===== config.mk =====
export PLATFORM = sky130hd
export DESIGN_NAME = pmp_cfg_regs
export DESIGN_NICKNAME = d
export VERILOG_FILES = /design/src/rtl/pmp_chk_pkg.sv /design/src/rtl/pmp_cfg_regs.sv
export SDC_FILE = /design/constraint.sdc
export NUM_CORES = 1
export LEC_CHECK = 0
export ABC_AREA = 1
export BUFFER_PORTS_ARGS = -buffer_cell sky130_fd_sc_hd__buf_2
export CORE_AREA = 2 2 266 268
export DETAILED_ROUTE_END_ITERATION = 7
export DIE_AREA = 0 0 268 270
export SYNTH_ARGS = -nofsm -noshare
export SYNTH_HDL_FRONTEND = slang
export SYNTH_SLANG_ARGS = --single-unit

===== constraint.sdc =====
create_clock -name clk -period 2.3 [get_ports clk]
set_clock_uncertainty 0.15 [all_clocks]
set_input_delay 0.345 -clock clk [delete_from_list [all_inputs] [get_ports clk]]
set_output_delay 0.345 -clock clk [all_outputs]
set_load 0.005 [all_outputs]

===== src/rtl/pmp_chk_pkg.sv =====
package pmp_chk_pkg;
    localparam int ENTRIES = 16;
    localparam int AW      = 32;

    typedef enum logic [1:0] {
        MODE_OFF   = 2'd0,
        MODE_TOR   = 2'd1,
        MODE_NA4   = 2'd2,
        MODE_NAPOT = 2'd3
    } mode_e;

    typedef enum logic [1:0] {
        ACC_READ  = 2'd0,
        ACC_WRITE = 2'd1,
        ACC_FETCH = 2'd2
    } acc_e;

    typedef struct packed {
        logic       lock;
        logic [1:0] spare;
        mode_e      mode;
        logic       x;
        logic       w;
        logic       r;
    } cfg_t;

    typedef struct packed {
        logic valid;
        logic grant;
    } rsp_t;
endpackage


===== src/rtl/pmp_cfg_regs.sv =====
module pmp_cfg_regs
    import pmp_chk_pkg::*;
#(
    parameter int N     = ENTRIES,
    parameter int W     = AW,
    parameter int IDXW  = $clog2(N)
) (
    input  logic              clk,
    input  logic              rst_n,
    input  logic              wr_en,
    input  logic              wr_is_addr,
    input  logic [IDXW-1:0]   wr_index,
    input  logic [W-1:0]      wr_data,
    output cfg_t              cfg_o  [N],
    output logic [W-1:0]      addr_o [N],
    output logic              any_active_o
);
    localparam int PER_WORD = W / 8;
    localparam int NCFG     = (N + PER_WORD - 1) / PER_WORD;

    typedef struct packed {
        logic [NCFG-1:0][W-1:0] cfg;
        logic [N-1:0][W-1:0]    addr;
    } regs_t;

    regs_t regs_d, regs_q;

    always_comb begin
        regs_d = regs_q;
        if (wr_en) begin
            if (wr_is_addr) begin
                if (int'(wr_index) < N) regs_d.addr[wr_index] = wr_data;
            end else begin
                if (int'(wr_index) < NCFG) regs_d.cfg[wr_index] = wr_data;
            end
        end
    end

    always_ff @(posedge clk or negedge rst_n) begin
        if (!rst_n) regs_q <= '0;
        else        regs_q <= regs_d;
    end

    for (genvar i = 0; i < N; i++) begin : g_out
        assign cfg_o[i]  = cfg_t'(regs_q.cfg[i / PER_WORD][8*(i % PER_WORD) +: 8]);
        assign addr_o[i] = regs_q.addr[i];
    end

    always_comb begin
        any_active_o = 1'b0;
        for (int i = 0; i < N; i++) begin
            if (cfg_o[i].mode != MODE_OFF) any_active_o = 1'b1;
        end
    end

    // address write lands in the selected register
    p_addr_write_r3: assert property (@(posedge clk) disable iff (!rst_n)
        (wr_en && wr_is_addr) |=> (addr_o[$past(wr_index)] == $past(wr_data)));

    // configuration word 0 byte 0 feeds entry 0
    p_cfg_write_r3: assert property (@(posedge clk) disable iff (!rst_n)
        (wr_en && !wr_is_addr && wr_index == '0) |=> (cfg_o[0] == cfg_t'($past(wr_data[7:0]))));
endmodule


# Word level (Yosys, flattened, before mapping)
# Index checks and enable logic that the tools add are counted.
[classes]
n_lt_le_gt_ge = 4
n_mux = 22
bitwise = 1
reduce_logical = 20
[ops]
columns = ["op", "n"]
rows = [
  ["512-bit bitwise mux", 1],
  ["128-bit bitwise mux", 1],
  ["32-bit demux with 4-bit select", 1],
  ["32-bit demux with 2-bit select", 1],
  ["32-bit 2-to-1 mux", 2],
  ["2-bit nonzero test", 16],
  ["1-bit 2-to-1 mux", 16],
  ["4-bit by 3-bit < comparator with 1-bit output (second input constant)", 2],
  ["4-bit by 5-bit < comparator with 1-bit output (second input constant)", 1],
  ["4-bit by 1-bit greater-or-equal comparator with 1-bit output (second input constant)", 1],
  ["3-bit AND reduction", 1],
  ["1-bit logical AND", 2],
  ["2-bit AND reduction", 1],
  ["1-bit inverter", 1],
]
[totals]
ff_bits = 640
inputBits = 40
out_inout_bits = 641
elab_cells = 67

# Depth between registers and ports, before layout
[depth]
depth_word = 17
depth_mapped = 7
mapped_depth_nobuf = 6

# Worst setup path before layout
# OpenSTA, ideal clock, no wires.
[synth_path]
path_type = "input-to-reg"
start = "input port wr_is_addr"
end = "register regs_q[276] (netlist: addr_o[244])"
setup_ps = 134
t_arrival_ps = 1126
slack_ps = 890
cell_stages = 5
n_path_buf = 1
path_cell_list = "nand2_2 -> inv_2 -> nand3_4 -> clkbuf_1 -> o21ai_0"
[synth_between]
elab_chain_cells = 1
[synth_lines]
columns = ["item", "line", "text"]
rows = [
  ["start: declaration", "pmp_cfg_regs.sv:11", "input logic wr_is_addr,"],
  ["2-bit AND reduction (no line)", "--", ""],
  ["end signal: assignment", "pmp_cfg_regs.sv:41", "else regs_q <= regs_d;"],
  ["end: declaration", "pmp_cfg_regs.sv:26", "regs_t regs_d, regs_q;"],
]
# No other way between the ends.
# A chain may end at the register's enable or synchronous reset.

# Worst setup path in the final report
[layout_path]
start = "register regs_q[572] (netlist: cfg_o[68])"
end = "output port any_active_o"
[layout_between]
elab_chain_cells = 10
[layout_lines]
columns = ["item", "line", "text"]
rows = [
  ["2-bit nonzero test", "pmp_cfg_regs.sv:52", "if (cfg_o[i].mode != MODE_OFF) any_active_o = 1'b1;"],
  ["1-bit 2-to-1 mux (9 in a row)", "pmp_cfg_regs.sv:52", ""],
  ["end: declaration", "pmp_cfg_regs.sv:16", "output logic any_active_o"],
]
# No other way between the ends.

==> impl_metrics.toml <==
[sta]
fmax_mhz = 445
worstMarginPinSlew_ns = 0.721
final.min_clock_period_ns = 2.25
hold_violations = 0
fin_ws_ns = 0.0512
drv_slew = 0
rsz0062_at_grt = "true"
finalSetupTns_ns = 0
setup_violations = 0
fin_crit_sh = 0.978
slew-limit-headroom = 0.519

[logic_synthesis]
avgSynthCellArea_sq_um = 10.4
yosysWarnings = 0
yosysSeqAreaShare = 0.693
synthCells = 2226
synth-seq-cells = 640
synth_fp_nets = 2266
synth_area_sq_um = 23100
synth_cell_types = 17

[routing]
drc = 0
dr.pass1.iters = 5
vias = 18083
drtIter0Drc = 1322
wl_per_cell_um = 20.8
ant_nets = 0
viasPerCell = 4.68
wirelength_um = 80300

[cts]
cts_buffers = 69
path_clk_slew_ns = 0.06
cts_tree = "built"
clock_path_buffers = 3
clkLatencyLatePin_ns = 0.58
htree_levels = 3
root_buffer = "clkbuf_16"
cts_sinks = 640

[finish]
layout_commonest_cell = "buf_2"
final_area_sq_um = 30000
fin_util = 0.432
n_fill_cell = 6915
most-common-layout-cells = "buf_2 (679), nand2_1 (654), dfrtp_1 (640)"
drive_gt1_frac = 0.310
fin_nets = 2915
syn2layout_area_growth_pct = 29.9

[floorplanning]
core_area_sq_um = 69500
initial_core_util = 0.332
die_w_um = 268
die_h_um = 270
die_area_sq_um = 72400
rows = 97
num_io_pins = 681

[power]
swShare = 0.285
powerDensity_nw_per_um2 = 1040
p_int_w = 0.0223
clkPwrFrac = 0.360
comb_power_share = 0.175
power.total_w = 0.0311
pwr-share-seq = 0.465
p_switching_w = 0.00888
leakagePower_nw = 16.0
ir_drop_mv = 0.603

[setup_path]
path_class = "reg -> out"
critPathArrivalTime_ns = 1.75
cp.required_ns = 1.80
r2r-start = "cfg_o[99]$_DFFE_PN0P_"
rrSetupSlack_ns = 1.35
endpoint_kind = "primary output"
startpoint_type = "flip-flop"
path_max_fanout = 2
crit_start = "cfg_o[68]$_DFFE_PN0P_"

[grt]
antenna_found_initial = 10
groute.usage.overall = 0.220
first_global_vias = 17629
grt-ovfl-total = 0
grt_pass1_wl_um = 119000
grt_max_degree = 84

[placement]
gp_congestion = 0.798
pre_cts_ws_ns = 0.336
port_buffers = 680
hpwl_um = 53600
placed_area_sq_um = 27700

[worst_hold_path]
hold_path_class = "in -> reg"
worstHoldStart = "wr_data[27]"

[run_status]
status = "complete, no violations"

[job]
drv_cap = 0
metrics by stage:
stage / instances / hold WS (ns)
global placement: 3739 / 0.192
detailed placement: 3739 / 0.189
finish: 3867 / 0.110
global route: 3866 / 0.112
CTS: 3863 / 0.0608
floorplan: 2226 / -0.101
synthesized netlist by cell type:
library cell / number / area [sq um]
inv_2: 2 / 7.51
nor2_1: 14 / 52.6
buf_2: 68 / 340
o21ai_0: 546 / 2730
nor2_8: 2 / 40.0
inv_1: 57 / 214
clkbuf_2: 33 / 165
nand2_1: 656 / 2460
o21ai_1: 94 / 470
nand2_4: 8 / 90.1
nand2_2: 11 / 68.8
nand3_4: 4 / 70.1
nand4_1: 1 / 6.26
nor2_4: 5 / 56.3
clkbuf_1: 83 / 312
dfrtp_1: 640 / 16000
and2_1: 2 / 12.5
power by group through the flow:
stage / clock network (W) / registers, W / logic [W]
after floorplan: 0 / 0.0148 / 0.00175
after global placement: 0 / 0.0146 / 0.00540
after detailed placement: 0 / 0.0146 / 0.00552
after CTS: 0.0114 / 0.0145 / 0.00557
after global routing: 0.0119 / 0.0147 / 0.00613
final: 0.0112 / 0.0145 / 0.00545
path summary, 6_finish.rpt:
| check | cells after the start | end |
|---|---|---|
| min in group asynchronous | 2 | cfg_o[50]$_DFFE_PN0P_ |
| max | 6 | any_active_o |
| max reg2reg | 3 | cfg_o[99]$_DFFE_PN0P_ |
| min reg2reg | 2 | addr_o[297]$_DFFE_PN0P_ |
| max in group asynchronous | 4 | cfg_o[20]$_DFFE_PN0P_ |
| min | 4 | cfg_o[67]$_DFFE_PN0P_ |
worst max-delay path, cell delays in order (launching register included):
cell and delay [ns]:
dfrtp_1 0.39, nor2_2 0.13, buf_6 0.15, nand4_1 0.13, nor2_1 0.12, nand2_1 0.09, buf_2 0.13
layer usage:
layer | vias up | global-route usage | part of all wire
li1 | 8513 | - | -
met1 | 8732 | 0.286 | 0.42
met2 | 672 | 0.354 | 0.47
met3 | 166 | 0.0493 | 0.070
met4 | 0 | 0.0969 | 0.042
met5 | - | 0 | 0
cell type report:
type	instances	area (sq um)	area share
clock buffer	97	2010	0.0671
inverter	59	221	0.00737
clock inverter	22	272	0.00904
timing repair buffer	762	4250	0.141
antenna	4	10.0	0.000333
tap	940	1180	0.0392
sequential	640	16000	0.533
multi-input combinational	1343	6080	0.202
kinds of logic (layout without fill, tap and decap cells):
group,Yosys count,in the layout,synth area share
and+or+nand+nor,703,703,0.124
AOI/OAI and AO/OA,640,640,0.139
DFF,640,640,0.693
buffers and inverters,243,940,0.0449
other,0,4,0
flip-flops by register name (all words and copies together), names as in the netlist:
name,count
addr_o,512
cfg_o,128
what timing repair did:
item                                    4_1_cts  5_1_grt
hold buffers                                  1        0
buffers inserted                              4        0
resized for setup                             6        2
endpoints found under the setup margin        1        1
endpoints found under the hold margin       524        0
pin swaps                                     3        2
Note: power is estimated with default switching activity, not from simulation.
